### src/rtl/cal_pkg.sv
package cal_pkg;
  typedef struct packed {
    logic [7:0] sec;
    logic [7:0] min;
    logic [7:0] hour;
    logic [7:0] wday;
    logic [7:0] day;
    logic [7:0] mon;
    logic [7:0] year;
  } cal_time_t;

  localparam int unsigned NUM_FIELDS = 7;
  localparam int unsigned OFS_CTRL   = 'h00;
  localparam int unsigned OFS_HOLD   = 'h08;
  localparam int unsigned OFS_WR     = 'h14;
  localparam int unsigned OFS_RD     = 'h4C;

  function automatic logic [6:0] bcd2bin(input logic [7:0] v);
    return 7'(v[7:4]) * 7'd10 + 7'(v[3:0]);
  endfunction

  function automatic logic [7:0] bin2bcd(input logic [6:0] b);
    return {4'(b / 7'd10), 4'(b % 7'd10)};
  endfunction

  function automatic logic [7:0] bcd_inc(input logic [7:0] v);
    return (v[3:0] >= 4'd9) ? {v[7:4] + 4'd1, 4'd0} : v + 8'd1;
  endfunction

  function automatic logic leap_year(input logic [7:0] y);
    return y[4] ? (y[3:0] == 4'd2 || y[3:0] == 4'd6)
                : (y[3:0] == 4'd0 || y[3:0] == 4'd4 || y[3:0] == 4'd8);
  endfunction

  function automatic logic [7:0] month_end(input logic [7:0] m, input logic [7:0] y);
    case (m)
      8'h02: return leap_year(y) ? 8'h29 : 8'h28;
      8'h04, 8'h06, 8'h09, 8'h11: return 8'h30;
      default: return 8'h31;
    endcase
  endfunction

  function automatic logic [7:0] hour_to12(input logic [7:0] h24);
    logic [6:0] b;
    logic [6:0] r;
    b = bcd2bin(h24);
    r = (b >= 7'd12) ? b - 7'd12 : b;
    if (r == 7'd0) r = 7'd12;
    return bin2bcd(r) | ((b >= 7'd12) ? 8'h20 : 8'h00);
  endfunction

  function automatic logic [7:0] hour_to24(input logic [7:0] h12);
    logic [6:0] b;
    b = bcd2bin({3'b000, h12[4:0]});
    if (b == 7'd12) b = 7'd0;
    return bin2bcd(b + (h12[5] ? 7'd12 : 7'd0));
  endfunction
endpackage

### src/rtl/cal_tick_div.sv
module cal_tick_div #(
  parameter int unsigned DIV = 32768
) (
  input  logic clk,
  input  logic rst_n,
  input  logic tick,
  input  logic run,
  input  logic clear,
  output logic adv
);
  localparam int unsigned W = (DIV > 1) ? $clog2(DIV) : 1;
  localparam logic [W-1:0] LAST = W'(DIV - 1);

  logic [W-1:0] cnt;

  assign adv = run && tick && (cnt == LAST);

  always_ff @(posedge clk) begin
    if (!rst_n || clear) cnt <= '0;
    else if (run && tick) cnt <= (cnt == LAST) ? '0 : cnt + 1'b1;
  end
endmodule

### src/rtl/cal_hold_ctl.sv
module cal_hold_ctl #(
  parameter int unsigned SETTLE = 2
) (
  input  logic clk,
  input  logic rst_n,
  input  logic tick,
  input  logic wr,
  input  logic wbit,
  output logic req,
  output logic stat
);
  localparam int unsigned CW = $clog2(SETTLE + 1);
  localparam logic [CW-1:0] LAST = CW'(SETTLE - 1);

  logic [CW-1:0] cnt;

  always_ff @(posedge clk) begin
    if (!rst_n) begin
      req  <= 1'b0;
      stat <= 1'b0;
      cnt  <= '0;
    end else if (wr) begin
      req <= wbit;
      if (!wbit) begin
        stat <= 1'b0;
        cnt  <= '0;
      end
    end else if (req && !stat && tick) begin
      if (cnt == LAST) stat <= 1'b1;
      else cnt <= cnt + 1'b1;
    end
  end

  // status is never set without a pending request
  a_r5_stat_needs_req: assert property (@(posedge clk) disable iff (!rst_n) stat |-> req);
  // status rises only on a slow tick
  a_r5_stat_on_tick: assert property (@(posedge clk) disable iff (!rst_n)
    $rose(stat) |-> $past(tick));
endmodule

### src/rtl/cal_advance.sv
module cal_advance
  import cal_pkg::*;
(
  input  cal_time_t cur,
  output cal_time_t nxt
);
  logic [7:0] last_day;
  assign last_day = month_end(cur.mon, cur.year);

  always_comb begin
    nxt = cur;
    if (cur.sec != 8'h59) nxt.sec = bcd_inc(cur.sec);
    else begin
      nxt.sec = 8'h00;
      if (cur.min != 8'h59) nxt.min = bcd_inc(cur.min);
      else begin
        nxt.min = 8'h00;
        if (cur.hour != 8'h23) nxt.hour = bcd_inc(cur.hour);
        else begin
          nxt.hour = 8'h00;
          nxt.wday = (cur.wday >= 8'd6) ? 8'd0 : cur.wday + 8'd1;
          if (cur.day != last_day) nxt.day = bcd_inc(cur.day);
          else begin
            nxt.day = 8'h01;
            if (cur.mon != 8'h12) nxt.mon = bcd_inc(cur.mon);
            else begin
              nxt.mon  = 8'h01;
              nxt.year = (cur.year == 8'h99) ? 8'h00 : bcd_inc(cur.year);
            end
          end
        end
      end
    end
  end
endmodule

### src/rtl/cal_hour_fmt.sv
module cal_hour_fmt
  import cal_pkg::*;
#(
  parameter bit TO_12H = 1'b1
) (
  input  logic       mode24,
  input  logic [7:0] hin,
  output logic [7:0] hout
);
  generate
    if (TO_12H) begin : g_to12
      assign hout = mode24 ? hin : hour_to12(hin);
    end else begin : g_to24
      assign hout = mode24 ? hin : hour_to24(hin);
    end
  endgenerate
endmodule

### src/rtl/cal_bcd_counter.sv
module cal_bcd_counter
  import cal_pkg::*;
#(
  parameter int unsigned TICKS_PER_SEC = 32768,
  parameter int unsigned SETTLE_TICKS  = 2,
  parameter int unsigned ADDR_W        = 7
) (
  input  logic              clk,
  input  logic              rst_n,
  input  logic              slow_tick,
  input  logic              reg_wr,
  input  logic [ADDR_W-1:0] reg_addr,
  input  logic [7:0]        reg_wdata,
  output logic [7:0]        reg_rdata
);
  localparam logic [ADDR_W-1:0] A_CTRL = ADDR_W'(OFS_CTRL);
  localparam logic [ADDR_W-1:0] A_HOLD = ADDR_W'(OFS_HOLD);

  localparam cal_time_t RESET_TIME = '{sec: 8'h00, min: 8'h00, hour: 8'h00,
                                       wday: 8'd6, day: 8'h01, mon: 8'h01, year: 8'h00};

  logic      en_q, m24_q;
  logic      hold_req, hold_stat;
  logic      adv, load;
  cal_time_t live, live_nxt, snap, stepped;
  logic [7:0] hour_in24, hour_out;
  logic [NUM_FIELDS-1:0] wr_hit, rd_hit;

  // address decode per field, one comparator each
  generate
    for (genvar i = 0; i < NUM_FIELDS; i++) begin : g_dec
      assign wr_hit[i] = (reg_addr == ADDR_W'(OFS_WR + 4 * i));
      assign rd_hit[i] = (reg_addr == ADDR_W'(OFS_RD + 4 * i));
    end
  endgenerate

  assign load = reg_wr && hold_stat && (|wr_hit);

  always_ff @(posedge clk) begin
    if (!rst_n) begin
      en_q  <= 1'b0;
      m24_q <= 1'b0;
    end else if (reg_wr && reg_addr == A_CTRL) begin
      en_q  <= reg_wdata[7];
      m24_q <= reg_wdata[5];
    end
  end

  cal_hold_ctl #(.SETTLE(SETTLE_TICKS)) u_hold (
    .clk(clk), .rst_n(rst_n), .tick(slow_tick),
    .wr(reg_wr && reg_addr == A_HOLD), .wbit(reg_wdata[0]),
    .req(hold_req), .stat(hold_stat)
  );

  cal_tick_div #(.DIV(TICKS_PER_SEC)) u_div (
    .clk(clk), .rst_n(rst_n), .tick(slow_tick),
    .run(en_q && !hold_req && !hold_stat),
    .clear(hold_req || hold_stat), .adv(adv)
  );

  cal_advance u_adv (.cur(live), .nxt(stepped));

  cal_hour_fmt #(.TO_12H(1'b0)) u_hin  (.mode24(m24_q), .hin(reg_wdata), .hout(hour_in24));
  cal_hour_fmt #(.TO_12H(1'b1)) u_hout (.mode24(m24_q), .hin(snap.hour), .hout(hour_out));

  always_comb begin
    live_nxt = adv ? stepped : live;
    if (load) begin
      if (wr_hit[0]) live_nxt.sec  = reg_wdata;
      if (wr_hit[1]) live_nxt.min  = reg_wdata;
      if (wr_hit[2]) live_nxt.hour = hour_in24;
      if (wr_hit[3]) live_nxt.wday = reg_wdata;
      if (wr_hit[4]) live_nxt.day  = reg_wdata;
      if (wr_hit[5]) live_nxt.mon  = reg_wdata;
      if (wr_hit[6]) live_nxt.year = reg_wdata;
    end
  end

  always_ff @(posedge clk) begin
    if (!rst_n) begin
      live <= RESET_TIME;
      snap <= RESET_TIME;
    end else begin
      live <= live_nxt;
      if (adv || load) snap <= live_nxt;
    end
  end

  always_comb begin
    reg_rdata = 8'h00;
    if (reg_addr == A_CTRL) reg_rdata = {en_q, 1'b0, m24_q, 5'b0};
    if (reg_addr == A_HOLD) reg_rdata = {6'b0, hold_stat, hold_req};
    if (rd_hit[0]) reg_rdata = snap.sec;
    if (rd_hit[1]) reg_rdata = snap.min;
    if (rd_hit[2]) reg_rdata = hour_out;
    if (rd_hit[3]) reg_rdata = snap.wday;
    if (rd_hit[4]) reg_rdata = snap.day;
    if (rd_hit[5]) reg_rdata = snap.mon;
    if (rd_hit[6]) reg_rdata = snap.year;
  end

  // seconds move only after an advance or a load
  a_r2_sec_only_on_event: assert property (@(posedge clk) disable iff (!rst_n)
    (!adv && !load) |=> $stable(live.sec));
  // without status the time state cannot be changed except by counting
  a_r6_no_change_unheld: assert property (@(posedge clk) disable iff (!rst_n)
    (!hold_stat && !adv) |=> $stable(live));
  // the snapshot tracks the live time after every advance or load
  a_r9_snap_follows: assert property (@(posedge clk) disable iff (!rst_n)
    (adv || load) |=> (snap == live));
  // no advance while held
  a_r5_no_adv_held: assert property (@(posedge clk) disable iff (!rst_n)
    (hold_req || hold_stat) |=> $stable(snap.sec) || $past(load));
endmodule

### config.mk
export PLATFORM = sky130hd
export DESIGN_NAME = cal_bcd_counter
export DESIGN_NICKNAME = d
export VERILOG_FILES = /design/src/rtl/cal_pkg.sv /design/src/rtl/cal_tick_div.sv /design/src/rtl/cal_hold_ctl.sv /design/src/rtl/cal_advance.sv /design/src/rtl/cal_hour_fmt.sv /design/src/rtl/cal_bcd_counter.sv
export SDC_FILE = /design/constraint.sdc
export NUM_CORES = 1
export LEC_CHECK = 0
export ABC_AREA = 1
export BUFFER_PORTS_ARGS = -buffer_cell sky130_fd_sc_hd__buf_4
export CORE_MARGIN = 2
export CORE_UTILIZATION = 35
export CTS_CLUSTER_SIZE = 25
export DETAILED_ROUTE_END_ITERATION = 16
export GPL_TIMING_DRIVEN = 0
export PLACE_DENSITY = 0.52
export SYNTH_ARGS = -nofsm -noshare
export SYNTH_HDL_FRONTEND = slang
export SYNTH_HIERARCHICAL = 1
export SYNTH_SLANG_ARGS = --single-unit
export TNS_END_PERCENT = 30
### constraint.sdc
create_clock -name clk -period 9.9 [get_ports clk]
set_input_delay 1.98 -clock clk [delete_from_list [all_inputs] [get_ports clk]]
set_output_delay 1.98 -clock clk [all_outputs]
set_load 0.02 [all_outputs]
# == Word level (Yosys, flattened, before mapping) ==
# Index checks and enable logic that the tools add are counted.
# totals
ff_bits,133
latchBits,0
mem_bits_rw,0
rom_bits,0
in_bits,19
wordCells,172
memories,0
# op_classes
n_addsub,19
n_mul,2
n_div,4
order_cmp,8
eq_ne,35
n_shift,0
n_mux,55
bitwise,1
reduce_logical,28
# ops
operator,count
$mux W8,32
$mux W56,2
$add A8 B1 Y8 const B,7
$eq A7 B7 Y1 const B,7
$mux W48,1
$mux W40,1
$mux W32,1
$eq A7 B6 Y1 const B,4
$add A4 B1 Y4 const B,6
$ge A4 B4 Y1 const B,6
$eq A7 B5 Y1 const B,3
$mux W7,3
$eq A8 B3 Y1 const B,2
$mux W16,1
$ne A8 B7 Y1 const B,2
$pmux W8 S2,1
$add A15 B1 Y15 const B,1
$eq A15 B15 Y1 const B,1
$mux W15,1
$div A7 B4 Y7 const B,2
$eq A7 B4 Y1 const B,2
$logic_not A7 Y1,2
$mod A7 B4 Y7 const B,2
$logic_and A1 B1 Y1,10
34 further kinds,52

# == Longest topological paths before layout ==
# logic_depth
ltp_word,14
ltp_mapped,44

# == Hierarchy ==
# The synthesis kept the hierarchy.
# modules_own_cells
mod,n_inst,cells_per_inst,area_each_um2
cal_bcd_counter,1,942,5985.7
cal_advance,1,386,2164.6
cal_hour_fmt (u_hout),1,184,1091.0
cal_tick_div,1,120,873.3
cal_hour_fmt (u_hin),1,82,476.7
cal_hold_ctl,1,36,221.5

# == Worst setup path after synthesis ==
# OpenSTA, ideal clock, no wires.
# synth_path
path_kind,flip-flop to output port
from,register snap[37] (netlist bit)
to,output port reg_rdata[1]
t_arrival_ns,5.036
t_required_ns,7.920
path_slack_ns,2.884
path_stages_with_launch,42
path_buffers,1
path_cell_list,dfxtp_1 ha_1 ha_1 fa_1 nand2_1 nor2_1 nand2_1 nand2_1 nand2_1 nand2_2 nand3_2 buf_6 nand2_4 inv_1 ha_1 nand3b_1 nand4_1 nand2_2 (+6 left out) ha_1 nand2_1 nand3_2 nand2_4 nand2_2 nand2_1 inv_1 ha_1 nand2_1 nand2_2 nand2_1 nand2_1 nand3_1 nand2_1 nand3_1 nand4_1 nor2_1 nand4_1
# synth_between
elab_chain_cells,14
word_cells_on_any_way,15
cone_classes,2 x add/sub; 1 x mul; 1 x div; 1 x order compare; 8 x mux; 1 x bitwise; 1 x reduce/logical
# synth_rtl
element,line,rtl
"start, declared",cal_bcd_counter.sv:25,"cal_time_t live, live_nxt, snap, stepped;"
"start signal, assigned",cal_bcd_counter.sv:85,if (adv || load) snap <= live_nxt;
$mul A4 B3 Y6 *,cal_pkg.sv:19,return 7'(v[7:4]) * 7'd10 + 7'(v[3:0]);
$add A7 B4 Y7 *,cal_pkg.sv:19,
$sub A7 B4 Y7 or $ge A7 B4 Y1 (tied branches),cal_pkg.sv:47,r = (b >= 7'd12) ? b - 7'd12 : b;
$mux W7 *,cal_pkg.sv:47,
$logic_not A7 Y1,cal_pkg.sv:48,if (r == 7'd0) r = 7'd12;
$mux W7 *,cal_pkg.sv:48,
$mod A7 B4 Y7 *,cal_pkg.sv:23,"return {4'(b / 7'd10), 4'(b % 7'd10)};"
$or A8 B8 Y8 *,cal_pkg.sv:49,return bin2bcd(r) | ((b >= 7'd12) ? 8'h20 : 8'h00);
$mux W8 *,cal_hour_fmt.sv:12,assign hout = mode24 ? hin : hour_to12(hin);
via hour_out[1],cal_bcd_counter.sv:26,"logic [7:0] hour_in24, hour_out;"
$mux W8 *,cal_bcd_counter.sv:95,if (rd_hit[2]) reg_rdata = hour_out;
$mux W8 *,cal_bcd_counter.sv:96,if (rd_hit[3]) reg_rdata = snap.wday;
$mux W8 *,cal_bcd_counter.sv:97,if (rd_hit[4]) reg_rdata = snap.day;
$mux W8 *,cal_bcd_counter.sv:98,if (rd_hit[5]) reg_rdata = snap.mon;
$mux W8 *,cal_bcd_counter.sv:99,if (rd_hit[6]) reg_rdata = snap.year;
"end, declared",cal_bcd_counter.sv:14,output logic [7:0] reg_rdata
# The timed path passes the listed nets; every way through them passes the cells marked *.

# == Worst setup path after layout ==
# layout_path
from,register snap[39] (netlist bit)
to,output port reg_rdata[1]
# The elaborated chain is that of the path after synthesis.

==> impl_metrics.py <==
metrics = {
    "status": {
        "status": "complete, no violations",
    },
    "critical_path": {
        "reg2reg_from": "u_hold/stat",
        "cp_common_cell": "nand2_1",
        "critical_path_class": "flip-flop to output pin",
        "startpoint_type": "flip-flop",
        "arrival_ns": 6.38,
        "critPathMaxStageDelay_ns": 0.55,
        "cp-end-kind": "output pin",
        "critPathRequiredTime_ns": 7.92,
        "r2r_slack_ns": 6.69,
        "cp_slowest_cell": "fa_1",
        "critPathMaxFanout": 10,
        "crit_path_start": "snap[39]",
    },
    "synthesis": {
        "synth_top_area_share": 0.246,
        "synth_seq_cells": 133,
        "syn_nets": 1829,
        "synthTopCellsByArea": "dfxtp_1 25%, nand2_1 18%, inv_1 8.5%",
        "yosys_most_used_dff": "dfxtp_1",
        "ys_seq_area_frac": 0.246,
        "async_reset_ff_frac": 0,
        "synth_edf_count": 0,
        "synth_cell_types": 59,
        "synth_warnings": 6,
        "yosys.area.top_type": "dfxtp_1",
        "syn_inst": 1750,
        "syn_area_mm2": 0.0108,
        "syn_area_per_cell_um2": 6.18,
    },
    "drt": {
        "ant_nets": 0,
        "vias": 11000,
        "first_pass_iters": 7,
        "wl_per_cell_um": 15.7,
        "viasPerCell": 4.99,
        "routed_wirelength_mm": 34.6,
        "drtIter0Drc": 772,
        "drc_errors": 0,
    },
    "sta": {
        "setup_viol": 0,
        "setup_tns_ns": 0,
        "setup_ws_ns": 1.54,
        "final.period_utilization": 0.844,
        "fin_crit_ns": 8.36,
        "slew_violations": 0,
        "rsz0062_at_grt": "no",
        "hold_viol_final": 0,
        "fmax_mhz": 120,
        "worst_pin_slew_ns": 1.04,
        "fin_skew_ns": 0.0129,
        "slew_headroom": 0.302,
    },
    "die": {
        "rows": 64,
        "fp.dieArea_mm2": 0.0323,
        "die_w_um": 180,
        "io-pin-count": 27,
        "die_y_um": 180,
        "core_mm2": 0.0305,
        "start_util": 0.354,
    },
    "cts": {
        "cts_repair_resize_count": 0,
        "cts_tree": "yes",
        "clock_latency_ns": 0.43,
        "clk_path_buf_depth": 2,
        "htree_num_levels": 4,
        "path_clk_slew_ns": 0.06,
        "postCtsSetupBuffers": 0,
        "hold_buffers": 0,
        "cts.sinks": 133,
        "numCtsBuffers": 17,
        "clockRootBuffer": "clkbuf_16",
    },
    "flow_run": {
        "cap_violations": 0,
    },
    "place": {
        "place_area_mm2": 0.0115,
        "hpwl_mm": 27.6,
        "gp_congestion": 0.902,
        "port_buffers": 26,
        "post-place-ws_ns": 2.02,
    },
    "power_and_ir_drop": {
        "power_density_mw_per_mm2": 106,
        "power.leakage_nw": 5.65,
        "ir_worst_vdd_uv": 101,
    },
    "global_routing": {
        "antenna_found_initial": 2,
        "grt_start_max_net_pins": 17,
        "overflow": 0,
        "grtUsageTotal": 0.215,
        "grt_pass1_vias": 10400,
        "grt_pass1_wl_mm": 55.3,
    },
    "final_layout": {
        "diodes": 0,
        "area_delta_synth_final_pct": 11.7,
        "final_layout_size_suffix_gt1_frac": 0.126,
        "finalNetCount": 1874,
        "stdcell_area_mm2": 0.0121,
        "n_fill_cell": 3339,
    },
    "min_path": {
        "min_from": "snap[8]",
        "hold_path_class": "flip-flop to flip-flop",
    },
}
[registers in the layout, indices dropped and copies added, names as in the netlist]
register	flops
u_hold/stat	1
snap	56
m24_q	1
live	56
u_div/cnt	15
en_q	1
u_hold/cnt	2
u_hold/req	1
[layout make-up]
type / instances / area [um^2] / area share
flip-flops and latches: 133 / 2660 / 0.220
inverters: 276 / 1050 / 0.0866
multi-input cells: 1287 / 6770 / 0.560
plain buffers: 54 / 333 / 0.0275
clock buffers: 20 / 447 / 0.0370
repair buffers: 26 / 195 / 0.0162
clock inverters: 10 / 133 / 0.0110
well taps: 396 / 495 / 0.0410
[path summary, 6_finish.rpt]
path	depth (start not counted)	endpoint
setup / recovery	44	reg_rdata[1]
hold / removal	2	snap[8]
setup reg to reg	11	live[48]
hold reg to reg	2	snap[8]
[synthesized netlist by cell type (3+ instances only)]
| library cell | n |
|---|---|
| buf_4 | 3 |
| xnor2_1 | 7 |
| a21oi_2 | 4 |
| dfxtp_1 | 133 |
| ha_1 | 57 |
| o21ai_0 | 82 |
| buf_2 | 17 |
| and2_1 | 17 |
| nand2_4 | 5 |
| inv_1 | 246 |
| a31oi_1 | 15 |
| nand2_1 | 521 |
| clkbuf_1 | 20 |
| nand4_1 | 27 |
| nand3_2 | 20 |
| fa_1 | 3 |
| nor2_1 | 133 |
| xor2_1 | 13 |
| o21ai_1 | 56 |
| or2_2 | 4 |
| nor4_1 | 3 |
| nand2_2 | 31 |
| inv_2 | 25 |
| nand3b_1 | 3 |
| nand3_1 | 137 |
| a21oi_1 | 62 |
| o22ai_1 | 6 |
| nor2_4 | 14 |
| nor2_2 | 11 |
| o21ai_2 | 11 |
| o21bai_1 | 4 |
| nor3_1 | 13 |
| buf_6 | 13 |
[logic make-up (layout without fill, tap and decap cells)]
group	count (synthesis)	after routing	synth area share
compound gates	255	255	0.132
xor+xnor	20	20	0.0162
fa+ha+maj	60	60	0.0715
buf+inv	330	386	0.128
flops	133	133	0.246
simple gates	952	952	0.406
[worst max-delay path: cells and delay by family, from the launching register on]
| kind | cells | cell delay, ns |
|---|---|---|
| AND/OR/NAND/NOR | 32 | 3.24 |
| adder cells (fa/ha/maj) | 7 | 1.79 |
| flip-flops | 1 | 0.40 |
| buffers and inverters | 5 | 0.52 |
[cell usage in the layout (no fill, tap or decap), types with 14 or more instances in the layout]
cell and n:
a21oi_1 62, nand3_2 20, o21ai_1 56, buf_4 29
dfxtp_1 133, o21ai_0 82, nand2_1 521, and2_1 17
nand3_1 137, nor2_1 133, nand4_1 27, clkbuf_16 17
ha_1 57, buf_2 17, nand2_2 31, inv_2 25
nor2_4 14, inv_1 246, clkbuf_1 22, a31oi_1 15
[routing by layer]
metal  up-vias  GRT usage  part of all wire
met5         -          0                 0
met4         0     0.0550             0.016
met3        27     0.0288             0.045
met2       240      0.351              0.45
met1      5069      0.298              0.49
li1       5647          -                 -
[stage by stage]
stage               power (mW)   util  hold slack, ns  cells
detailed placement       0.649  0.377           0.460   2172
global route              1.33  0.396           0.507   2202
floorplan                0.616      -           0.442   1750
global placement         0.648  0.377           0.464   2172
finish                    1.28  0.396           0.477   2202
CTS                       1.29  0.396           0.478   2202
[where the power goes]
group          internal, mW  switching, mW
Sequential            0.535      0.0000878
Clock                 0.398          0.244
Combinational        0.0316         0.0711
(Power assumes the default switching activity.)
